==> src/rtl/hostBusPkg.sv <==
package hostBusPkg;

  typedef struct packed {
    logic capture;
    logic wrCommit;
    logic rdBusy;
    logic ackLow;
    logic ackFall;
  } hostStrb_t;

  typedef struct packed {
    logic irqShare;
    logic irqEn;
    logic demand;
    logic dmaEn;
  } hostCfg_t;

endpackage

==> src/rtl/hostBusCtrl.sv <==
module hostBusCtrl
  import hostBusPkg::*;
#(
  parameter int SYNC_STAGES  = 2,
  parameter int PULSE_CYCLES = 4
) (
  input  logic      clk,
  input  logic      rst,
  input  logic      iorN,
  input  logic      iowN,
  input  logic      dmaAckN,
  input  logic      termCount,
  input  logic      fifoReady,
  input  logic      lastByte,
  input  logic      intReq,
  input  hostCfg_t  cfg,
  input  logic      cfgWrite,
  output hostStrb_t strb,
  output logic      dmaReq,
  output logic      irqOut,
  output logic      irqOe
);

  localparam int CNT_W = $clog2(PULSE_CYCLES + 1);

  logic [2:0] syncStage [SYNC_STAGES];
  logic [2:0] syncPrev;
  logic [2:0] syncNow;

  always_ff @(posedge clk) begin
    if (rst) syncStage[0] <= 3'b111;
    else     syncStage[0] <= {iorN, iowN, dmaAckN};
  end

  for (genvar g = 1; g < SYNC_STAGES; g++) begin : gSync
    always_ff @(posedge clk) begin
      if (rst) syncStage[g] <= 3'b111;
      else     syncStage[g] <= syncStage[g-1];
    end
  end

  assign syncNow = syncStage[SYNC_STAGES-1];

  always_ff @(posedge clk) begin
    if (rst) syncPrev <= 3'b111;
    else     syncPrev <= syncNow;
  end

  logic iorFall, iorRise, iowFall, iowRise, ackFall, ackLow;
  assign iorFall = syncPrev[2] & ~syncNow[2];
  assign iorRise = ~syncPrev[2] & syncNow[2];
  assign iowFall = syncPrev[1] & ~syncNow[1];
  assign iowRise = ~syncPrev[1] & syncNow[1];
  assign ackFall = syncPrev[0] & ~syncNow[0];
  assign ackLow  = ~syncNow[0];

  logic rdBusy;
  always_ff @(posedge clk) begin
    if (rst)          rdBusy <= 1'b0;
    else if (iorFall) rdBusy <= 1'b1;
    else if (iorRise) rdBusy <= 1'b0;
  end

  assign strb.capture  = iorFall | iowFall;
  assign strb.wrCommit = iowRise;
  assign strb.rdBusy   = rdBusy;
  assign strb.ackLow   = ackLow;
  assign strb.ackFall  = ackFall;

  // DMA request with terminal-count lockout
  logic tcDone;
  always_ff @(posedge clk) begin
    if (rst) begin
      dmaReq <= 1'b0;
      tcDone <= 1'b0;
    end else begin
      if (cfgWrite) tcDone <= 1'b0;
      if (termCount && ackLow) begin
        tcDone <= 1'b1;
        dmaReq <= 1'b0;
      end else if (!cfg.dmaEn) begin
        dmaReq <= 1'b0;
      end else if (dmaReq) begin
        if (!cfg.demand && ackFall)                       dmaReq <= 1'b0;
        else if (cfg.demand && ackLow && iorFall && lastByte) dmaReq <= 1'b0;
      end else if (fifoReady && !ackLow && !tcDone) begin
        dmaReq <= 1'b1;
      end
    end
  end

  // Interrupt: level or pulse-and-release
  logic             intPrev;
  logic [CNT_W-1:0] pulseCnt;
  always_ff @(posedge clk) begin
    if (rst) begin
      intPrev  <= 1'b0;
      pulseCnt <= '0;
    end else begin
      intPrev <= intReq;
      if (intReq && !intPrev && cfg.irqEn && cfg.irqShare)
        pulseCnt <= CNT_W'(PULSE_CYCLES);
      else if (pulseCnt != '0)
        pulseCnt <= pulseCnt - 1'b1;
    end
  end

  assign irqOe  = cfg.irqShare ? (pulseCnt != '0) : 1'b1;
  assign irqOut = cfg.irqShare ? 1'b0 : (intReq & cfg.irqEn);

endmodule

==> src/rtl/hostBusDatapath.sv <==
module hostBusDatapath
  import hostBusPkg::*;
#(
  parameter int              ADDR_W    = 11,
  parameter int              REG_COUNT = 4,
  parameter int              DMA_REG   = 1,
  parameter logic [ADDR_W-1:0] BASE_ADDR = 11'h3F0
) (
  input  logic              clk,
  input  logic              rst,
  input  logic              csN,
  input  logic              aen,
  input  logic [ADDR_W-1:0] addr,
  input  logic [7:0]        dataIn,
  input  hostStrb_t         strb,
  output logic [7:0]        dataOut,
  output logic              dataOe,
  output hostCfg_t          cfg,
  output logic              cfgWrite
);

  localparam int IDX_W = $clog2(REG_COUNT);

  logic [IDX_W-1:0] idxQ;
  logic             hitQ;
  logic             dmaQ;

  always_ff @(posedge clk) begin
    if (rst) begin
      idxQ <= '0;
      hitQ <= 1'b0;
      dmaQ <= 1'b0;
    end else if (strb.capture) begin
      idxQ <= addr[IDX_W-1:0];
      hitQ <= !csN && !aen && (addr[ADDR_W-1:IDX_W] == BASE_ADDR[ADDR_W-1:IDX_W]);
      dmaQ <= aen && strb.ackLow;
    end
  end

  logic [7:0] regFile [REG_COUNT];

  for (genvar g = 0; g < REG_COUNT; g++) begin : gReg
    logic hostWr, dmaWr;
    assign hostWr = strb.wrCommit && hitQ && (idxQ == IDX_W'(g));
    assign dmaWr  = (g == DMA_REG) && strb.wrCommit && dmaQ && strb.ackLow;
    if (g == 0) begin : gCfg
      // configuration byte survives reset
      logic [7:0] cfgByte = 8'h00;
      always_ff @(posedge clk) begin
        if (hostWr) cfgByte <= dataIn;
      end
      assign regFile[g] = cfgByte;
    end else begin : gScratch
      logic [7:0] scratch;
      always_ff @(posedge clk) begin
        if (rst)                 scratch <= 8'h00;
        else if (hostWr || dmaWr) scratch <= dataIn;
      end
      assign regFile[g] = scratch;
    end
  end

  assign cfgWrite = strb.wrCommit && hitQ && (idxQ == '0);
  assign cfg      = hostCfg_t'(regFile[0][3:0]);
  assign dataOut  = dmaQ ? regFile[DMA_REG] : regFile[idxQ];
  assign dataOe   = strb.rdBusy && (hitQ || (dmaQ && strb.ackLow));

endmodule

==> src/rtl/hostBusSlave.sv <==
module hostBusSlave
  import hostBusPkg::*;
#(
  parameter int                ADDR_W       = 11,
  parameter int                REG_COUNT    = 4,
  parameter int                DMA_REG      = 1,
  parameter logic [ADDR_W-1:0] BASE_ADDR    = 11'h3F0,
  parameter int                SYNC_STAGES  = 2,
  parameter int                PULSE_CYCLES = 4
) (
  input  logic              clk,
  input  logic              rst,
  input  logic              csN,
  input  logic              aen,
  input  logic [ADDR_W-1:0] addr,
  input  logic              iorN,
  input  logic              iowN,
  input  logic [7:0]        dataIn,
  output logic [7:0]        dataOut,
  output logic              dataOe,
  input  logic              dmaAckN,
  input  logic              termCount,
  input  logic              fifoReady,
  input  logic              lastByte,
  output logic              dmaReq,
  input  logic              intReq,
  output logic              irqOut,
  output logic              irqOe
);

  hostStrb_t strb;
  hostCfg_t  cfg;
  logic      cfgWrite;

  hostBusCtrl #(
    .SYNC_STAGES (SYNC_STAGES),
    .PULSE_CYCLES(PULSE_CYCLES)
  ) uCtrl (
    .clk(clk), .rst(rst), .iorN(iorN), .iowN(iowN), .dmaAckN(dmaAckN),
    .termCount(termCount), .fifoReady(fifoReady), .lastByte(lastByte),
    .intReq(intReq), .cfg(cfg), .cfgWrite(cfgWrite), .strb(strb),
    .dmaReq(dmaReq), .irqOut(irqOut), .irqOe(irqOe)
  );

  hostBusDatapath #(
    .ADDR_W   (ADDR_W),
    .REG_COUNT(REG_COUNT),
    .DMA_REG  (DMA_REG),
    .BASE_ADDR(BASE_ADDR)
  ) uData (
    .clk(clk), .rst(rst), .csN(csN), .aen(aen), .addr(addr), .dataIn(dataIn),
    .strb(strb), .dataOut(dataOut), .dataOe(dataOe), .cfg(cfg), .cfgWrite(cfgWrite)
  );

endmodule

==> config.mk <==
export PLATFORM = sky130hd
export DESIGN_NAME = hostBusSlave
export DESIGN_NICKNAME = d
export VERILOG_FILES = /design/src/rtl/hostBusPkg.sv /design/src/rtl/hostBusCtrl.sv /design/src/rtl/hostBusDatapath.sv /design/src/rtl/hostBusSlave.sv
export SDC_FILE = /design/constraint.sdc
export NUM_CORES = 1
export LEC_CHECK = 0
export BUFFER_PORTS_ARGS = -buffer_cell sky130_fd_sc_hd__buf_2
export CAP_MARGIN = 25
export CORE_ASPECT_RATIO = 2
export CORE_UTILIZATION = 30
export DETAILED_ROUTE_END_ITERATION = 8
export GPL_ROUTABILITY_DRIVEN = 1
export GPL_TIMING_DRIVEN = 1
export HOLD_SLACK_MARGIN = 0.06
export SLEW_MARGIN = 15
export SYNTH_ARGS = -nofsm -noshare
export SYNTH_HDL_FRONTEND = slang
export SYNTH_SLANG_ARGS = --single-unit
==> constraint.sdc <==
create_clock -name clk -period 3.7 [get_ports clk]
set_clock_uncertainty 0.2 [all_clocks]
set_input_delay 0.74 -clock clk [delete_from_list [all_inputs] [get_ports clk]]
set_output_delay 0.74 -clock clk [all_outputs]
set_load 0.05 [all_outputs]
Word level (Yosys, flattened, before mapping)
Memory sizes are Yosys's and may differ from the RTL's.
Cells that the tools add are included.
{"block": "op_classes", "reduce_logical": 36, "n_lt_le_gt_ge": 1, "bitwise_logic": 16, "eq_ne": 4, "add_sub_neg": 1, "n_mux": 21}
{"cell": "two-way mux 8 bit", "count": 3}
{"cell": "logical AND 1 bit", "count": 22}
{"cell": "binary-select mux 8 bit (select 2 bit)", "count": 1}
{"cell": "two-way mux 1 bit", "count": 13}
{"cell": "two-way mux 3 bit", "count": 4}
{"cell": "== test 9 x 8 -> 1 bit (second input constant)", "count": 1}
{"cell": "AND 1 bit", "count": 6}
{"cell": "NOT 1 bit", "count": 6}
{"cell": "nonzero test 2 bit", "count": 3}
{"cell": "zero test 1 bit", "count": 5}
{"cell": "== test 2 bit (second input constant)", "count": 2}
{"cell": ">= comparator 3 bit (second input constant)", "count": 1}
{"cell": "NOT 2 -> 3 bit", "count": 1}
{"cell": "bitwise OR 1 bit", "count": 3}
{"cell": "nonzero test 3 bit", "count": 1}
{"cell": "OR reduction 3 bit", "count": 1}
{"cell": "subtractor 3 x 1 -> 3 bit (second input constant)", "count": 1}
{"cell": "== test 2 x 1 -> 1 bit (second input constant)", "count": 1}
{"cell": "zero test 2 bit", "count": 1}
{"cell": "logical OR 1 bit", "count": 2}
{"cell": "OR reduction 2 bit", "count": 1}
{"block": "totals", "output_inout_bits": 12, "register_bits": 46, "ram_bits": 6, "inputBits": 30, "elab_cells": 94, "n_memories": 1}
{"name": "uCtrl.syncStage", "words": 2, "width": 3, "read_ports": 2, "rd_ports_with_merged_regs": 0, "wr": 2, "line": "hostBusCtrl.sv:26", "source": "logic [2:0] syncStage [SYNC_STAGES];"}

Logic depth before layout (Yosys ltp)
Gate-level depths: netlist of the first run.
An unclocked memory read counts as a cell.
{"block": "logic_depth", "ltp_word": 8, "ltp_mapped": 6, "ltp_nobuf": 6}

Cells and area by module
Synthesis of the first run repeated with hierarchy kept, for this count alone.
{"block": "unflattened", "hier_cells": 251, "area_unflattened_um2": 2342.2}
{"module": "hostBusDatapath", "cells_each": 182, "area_each_um2": 1686.6, "seq_area_each_um2": 800.8, "instances": 1}
{"module": "hostBusCtrl", "cells_each": 69, "area_each_um2": 655.6, "seq_area_each_um2": 320.3, "instances": 1}

Worst setup path after synthesis of the first run
Ideal clock, no wire load.
{"block": "synth_path", "path_type": "reg2out", "startpoint": "register uData.dmaQ", "endpoint": "output port dataOut[0]", "path_stages_with_launch": 5, "t_arrival_ns": 1.932, "t_required_ns": 2.760, "setup_slack_ns": 0.828, "path_buffers": 1, "cell_sequence": "dfxtp_1 buf_2 nor2b_1 a21oi_1 o21ai_0"}
{"block": "synth_via", "elab_chain_len": 1}
{"item": "from (decl)", "line": "hostBusDatapath.sv:26", "source": "logic dmaQ;"}
{"item": "from (signal assigned)", "line": "hostBusDatapath.sv:36", "source": "dmaQ <= aen && strb.ackLow;"}
{"item": "two-way mux 8 bit", "line": "hostBusDatapath.sv:65", "source": "assign dataOut = dmaQ ? regFile[DMA_REG] : regFile[idxQ];"}
{"item": "to (decl)", "line": "hostBusSlave.sv:19", "source": "output logic [7:0] dataOut,"}
Every way passes these cells.

Worst setup path after layout of the first run
{"block": "layout_path", "startpoint": "register uData.idxQ[0]", "endpoint": "output port dataOut[0]"}
{"block": "layout_via", "elab_chain_len": 5}
{"item": "from (decl)", "line": "hostBusDatapath.sv:24", "source": "logic [IDX_W-1:0] idxQ;"}
{"item": "from (signal assigned)", "line": "hostBusDatapath.sv:34", "source": "idxQ <= addr[IDX_W-1:0];"}
{"item": "NOT 2 -> 3 bit (implied by the code)", "line": "hostBusDatapath.sv:65"}
{"item": "binary-select mux 8 bit (select 2 bit)", "line": "hostBusDatapath.sv:65"}
{"item": "two-way mux 8 bit (implied by the code) (2 in series)", "line": "hostBusDatapath.sv:65"}
{"item": "two-way mux 8 bit", "line": "hostBusDatapath.sv:65"}
Every way passes these cells. The select of a mux whose other input is x is not followed.

==> metrics.txt, run 1 <==
fill cell count around 900; Routed Wire Length around 6500 um; CTS max path bufs 2; Async S/R FF share, synth 0%; Critical Setup Path Class flip-flop to output port; Hold-fix buffers, CTS 0; final period utilization 77.2%; Crit path max-delay family simple AND/OR/NAND/NOR gates; vias after detailed routing 2,044; EDFF count, synth 8; Syn Nets 297; setup tns final 0 ps; cell area after synthesis 2650 sq um; count leader, synth dfxtp_1; Horiz. Die Dim 68.4 um; FMAX 0.350 GHz; maximum VDD drop around 200 uV; Netlist cell types 44; synth warn 0; buffers added on ports between 40 and 50; register area 1120 sq um; setup bufs post-CTS 0; unrepaired setup endpoints after global routing false; clock slew at reported path FFs 70 ps; drt via density roughly 5.2; detailed placer's ending HPWL 4640 um; post-route ant nets 0; Initial Util a little over 30%; initial drt markers 138; DRC 0; diodes inserted 0; crit-path cells nor2_1 > a22oi_1 > o21ai_0 > buf_2; combined area of the multi-input logic cells 1360 sq um; CP endpoint kind output port; register area share after synthesis 42.4%; CP Buf/Inv Count 1; first-pass GRT wire length 10,500 um; clock sink count 52; Clk Latency, worst-skew pair 290 ps; Critical R2R Launch uCtrl.syncStage[1][1]; Final Hold Vio Count 0; Worst Path Max Fanout 8; post-CTS sizing 0; initial antenna violation count 0; P_leak 1.24 nW; DP Cell Count 388; Worst R2R Path Depth 3; GPL Wtd Cong between 0.7 and 0.8; CTS Root Cell clkbuf_16; drt first pass iters 4; worst endpoint required time 2760 ps; cell accounting for the most synthesized area dfxtp_1; fraction of layout cells with a size suffix above 1 24.7%; drt wl/cell 16.5 um; synth top area cells dfxtp_1 (33%), edfxtp_1 (9.1%), mux2i_1 (7.6%), nand2b_1 (6.9%), a22oi_1 (4.0%); CTS tree done; gr usage total roughly 16%; Worst Tran Pin Value 911 ps; most common library cells after synthesis dfxtp_1 (44), nand2b_1 (29), mux2i_1 (20); Avg Synthesized Cell Area a little over 10 sq um; Placement Rows 48; Slew Viols, Final 0; CP max stage cell nor2_1; instance count on the critical path 4; Slew HR 39.3%; Syn Inst Count 263; number of global-route vias before repair roughly 2,000; top_reg_cell synth dfxtp_1; area of the die 9220 sq um; CP Data Arrival Time 1920 ps; Tightest Hold Check Type flip-flop to flip-flop; CP peak stage delay 610 ps; Area Growth Syn to Fin 14.8%; total number of H-tree levels 2; reg-to-reg slack, setup 1150 ps; Die H 135 um; outcome finished, final reports clean; start point of the worst hold path uCtrl.syncStage[0][0]; Yosys reg bits 52; final std cells w/o fill around 400; share of the synthesized area in the top cell type 33.3%; Core Area 8590 sq um; final setup fails 0; post-layout min period 2860 ps; Max Cap Viol 0; startpoint types flip-flop; pwr/cell area ~430 nW/um^2; GRT overflow 0; R2R Path End uData.gReg[0].gCfg.cfgByte[0]; # IOs 42; largest net degree at the start of global routing 61; hold path depth 1; cts bufs inserted 5; Nets 329; Min-Delay Endpoint uCtrl.syncStage[1][0]
==> worst register-to-register path, delay by kind of cell, from the launching register on <==
kind,cells,cell delay (ps)
simple gates,2,1170
buf+inv,1,290
flops,1,600
==> through the flow <==
step	util (%)	hold slack [ps]	power (mW)	instance area, sq um	worst slack [ps]
6_report	35.4	211	1.32	3040	845
5_1_grt	35.4	217	1.38	3040	715
4_1_cts	35.4	214	1.34	3040	823
3_5_place_dp	33.5	198	0.835	2880	1130
3_3_place_gp	33.5	193	0.829	2880	1140
2_1_floorplan	-	189	0.781	2650	828
==> how the worst max path moves through the flow <==
stage / from / slack, ps / endpoint
floorplan: uData.dmaQ / 830 / dataOut[0]
global placement: uData.idxQ[0] / 1140 / dataOut[5]
detailed placement: uCtrl.syncStage[1][1] / 1130 / uData.gReg[0].gCfg.cfgByte[5]
CTS: uData.idxQ[1] / 820 / dataOut[5]
global route: uData.idxQ[1] / 720 / dataOut[0]
finish: uData.idxQ[0] / 840 / dataOut[0]
==> layer usage <==
metal  wire length, um  share of wire (%)  up-vias  track usage, %
li1                  -                  -     1010               -
met1              2470                 38      980            16.5
met2              3720                 57       44            28.6
met3               200                3.1       10            2.53
met4               157                2.4        0            6.94
met5                 0                  0        -               0
==> layout by cell type (no fill, tap or decap), types with 2 or more instances in the layout <==
cell type	n
mux2i_1	20
o22ai_1	2
nor4b_1	3
nand3_1	9
buf_2	41
buf_4	3
edfxtp_1	8
nor2b_4	2
nor2_1	6
ha_1	4
a21oi_1	14
nor4bb_1	8
mux2_2	6
nand2b_1	29
nand2_1	2
and2b_1	2
o21ai_1	3
or2_2	9
or3b_1	2
a22oi_1	14
dfxtp_1	44
clkbuf_16	6
a22o_1	2
o311ai_1	8
nor2b_1	16
inv_1	10
o21ai_0	6
==> power breakdown <==
| group | switching [mW] | internal [mW] |
|---|---|---|
| Clock | 0.210 | 0.291 |
| Sequential | 0.0194 | 0.599 |
| Combinational | 0.117 | 0.0845 |
==> state kept, by name, indices dropped and copies added, names as in the netlist <==
register / cells
uCtrl.dmaReq: 1
uCtrl.tcDone: 1
uData.gReg.gScratch.scratch: 24
uCtrl.syncPrev: 3
uCtrl.intPrev: 1
uData.idxQ: 2
uCtrl.syncStage: 6
uData.dmaQ: 1
uCtrl.rdBusy: 1
uCtrl.pulseCnt: 3
uData.gReg.gCfg.cfgByte: 8
uData.hitQ: 1
==> logic make-up (layout without fill, tap and decap cells) <==
logic type | Yosys count | after routing | share of synthesized area, %
AND/OR/NAND/NOR | 96 | 96 | 25.4
AO/OA/AOI/OAI | 54 | 54 | 13.7
flip-flops | 52 | 52 | 42.4
buffers and inverters | 30 | 63 | 6.15
multiplexers | 26 | 26 | 10.1
adder cells (fa/ha/maj) | 4 | 4 | 1.89
XOR/XNOR | 1 | 1 | 0.331
==> layout make-up <==
class,count,share of cell area (%)
Clock buffer,7,5.07
Clock inverter,1,0.165
Inverter,11,1.36
Multi-Input combinational cell,181,44.9
Sequential cell,52,36.9
Tap cell,100,4.12
Timing Repair Buffer,44,7.50
No activity file was read; power rests on OpenSTA's default activity.
==> inputs of run 2 (changes only) <==
==> constraint.sdc (replaced) <==
create_clock -name clk -period 2.9 [get_ports clk]
set_clock_uncertainty 0.2 [all_clocks]
set_input_delay 0.58 -clock clk [delete_from_list [all_inputs] [get_ports clk]]
set_output_delay 0.58 -clock clk [all_outputs]
set_load 0.05 [all_outputs]
==> metrics.txt, run 2 (synthesis results as in run 1) <==
diodes inserted 0 (unchanged); first-pass GRT wire length 10,400 um (-0.53%); initial antenna violation count 0 (unchanged); total number of H-tree levels 2 (unchanged); Slew Viols, Final 0 (unchanged); CTS Root Cell clkbuf_16; drt wl/cell 16.6 um (+0.26%); Routed Wire Length 6630 um (+1.3%); Worst R2R Path Depth 4 (+1); Final Hold Vio Count 0 (unchanged); setup tns final 0 ps (unchanged); number of global-route vias before repair 2,102 (+2.6%); initial drt markers 149 (+8.0%); GRT overflow 0 (unchanged); Tightest Hold Check Type flip-flop to flip-flop; Core Area 8590 sq um (unchanged); Hold-fix buffers, CTS 0 (unchanged); clock slew at reported path FFs 70 ps (about the same); unrepaired setup endpoints after global routing false; CTS tree done; startpoint types flip-flop; hold path depth 1 (unchanged); most frequent cells in the layout dfxtp_1 (44), buf_2 (41), nand2b_1 (29), mux2i_1 (20), nor2b_1 (16); cts bufs inserted 5 (unchanged); drt via density 5.20 (+0.74%); Top Registers uData.gReg.gScratch.scratch: 24 flops, uData.gReg.gCfg.cfgByte: 8 flops, uCtrl.syncStage: 6 flops; clock sink count 52 (unchanged); vias after detailed routing 2,080 (+1.8%); post-route ant nets 0 (unchanged); gr usage total 15.9% (+0.23 points); CP endpoint kind output port; Reg with most FFs uData.gReg.gScratch.scratch; Initial Util 30.8% (unchanged); final setup fails 0 (unchanged); Nets 333 (+1.2%); fraction of layout cells with a size suffix above 1 25.7% (+1.0 points); largest net degree at the start of global routing 61 (unchanged); # IOs 42 (unchanged); Slew HR 53.0% (+14 points); Die H 135 um (unchanged); setup bufs post-CTS 0 (unchanged); FMAX between 0.3 and 0.4 GHz; detailed placer's ending HPWL 4700 um (+1.4%); maximum VDD drop 244 uV (+24%); GPL Wtd Cong 0.767 (about the same); CTS max path bufs 2 (unchanged); Worst Path Max Fanout 18 (+10); post-layout min period 2740 ps; commonest non-fill, non-tap cell in the layout dfxtp_1; buffers added on ports 41 (unchanged); Max Cap Viol 0 (unchanged); post-CTS sizing 0 (unchanged); final period utilization 94.3%; Area Growth Syn to Fin 16.5%; Layout Utilization 35.9% (+0.55 points); outcome finished, final reports clean; drt first pass iters 6 (+2); area of the die 9220 sq um (unchanged); P_leak 1.27 nW (+2.0%); DRC 0 (unchanged); worst endpoint required time 2120 ps (-640 ps); crit-path cells buf_4 > mux2i_1 > a22o_1 > a21oi_1 > buf_2; Horiz. Die Dim 68.4 um (unchanged); fill cell count 876 (-0.11%); Largest register FFs 24 (unchanged); Critical Setup Path Class flip-flop to output port; CP Data Arrival Time 1960 ps (+40 ps); pwr/cell area 561 nW/um^2 (+29%); Worst Tran Pin Value 702 ps (-209 ps); Placement Rows 48 (unchanged); CP peak stage delay 500 ps (-110 ps); Clk Latency, worst-skew pair 300 ps (about the same); CP max stage cell dfxtp_1
[run 2: cell count changes in the layout (fill, tap and decap cells not counted), sizes merged]
cell,change
buf,+4
bufinv,+1
clkbuf,-1
[run 2: final timing paths]
kind                                            start                                 to  slack, ps
worst max-delay path                    uData.idxQ[1]                         dataOut[7]        160
worst min-delay path            uCtrl.syncStage[0][1]              uCtrl.syncStage[1][1]        210
worst max register to register             uData.dmaQ  uData.gReg[1].gScratch.scratch[1]       1060
worst min register to register  uCtrl.syncStage[0][1]              uCtrl.syncStage[1][1]        210
[run 2: layout make-up]
cell class,instances,area [sq um],share of cell area [%]
Multi-Input combinational cell,181,1360,44.2
Clock buffer,6,129,4.18
Sequential cell,52,1120,36.3
Tap cell,100,125,4.06
Timing Repair Buffer,48,270,8.76
Inverter,11,41.3,1.34
Clock inverter,2,35.0,1.14
[run 2: metal layers]
layer | track usage [%] | up-vias | part of all wire [%]
met5 | 0 | - | 0
met3 | 2.70 | 19 | 3.3
met4 | 11.1 | 0 | 4.5
met1 | 16.0 | 982 | 37
met2 | 27.9 | 54 | 55
li1 | - | 1025 | -
[run 2: power by group]
| group | switching (mW) | total [mW] | leakage [nW] | internal [mW] |
|---|---|---|---|---|
| registers | 0.0235 | 0.787 | 0.430 | 0.764 |
| logic | 0.152 | 0.264 | 0.758 | 0.112 |
| clock network | 0.272 | 0.678 | 0.0808 | 0.407 |
[run 2: stage by stage]
stage | area (sq um) | setup slack, ps | total power [mW] | hold slack [ps] | std cells
3_3_place_gp | 2920 | 555 | 1.07 | 192 | 392
4_1_cts | 3080 | 173 | 1.75 | 209 | 400
2_1_floorplan | 2650 | 188 | 0.997 | 189 | 263
5_1_grt | 3080 | 82.0 | 1.81 | 217 | 400
6_report | 3080 | 164 | 1.73 | 209 | 400
3_5_place_dp | 2920 | 503 | 1.07 | 193 | 392
[run 2: worst max-delay path: cells and delay by family, from the launching register on]
family | cells | cell delay (ps)
buffers and inverters | 2 | 630
flip-flops | 1 | 500
AO/OA/AOI/OAI | 2 | 420
multiplexers | 1 | 110
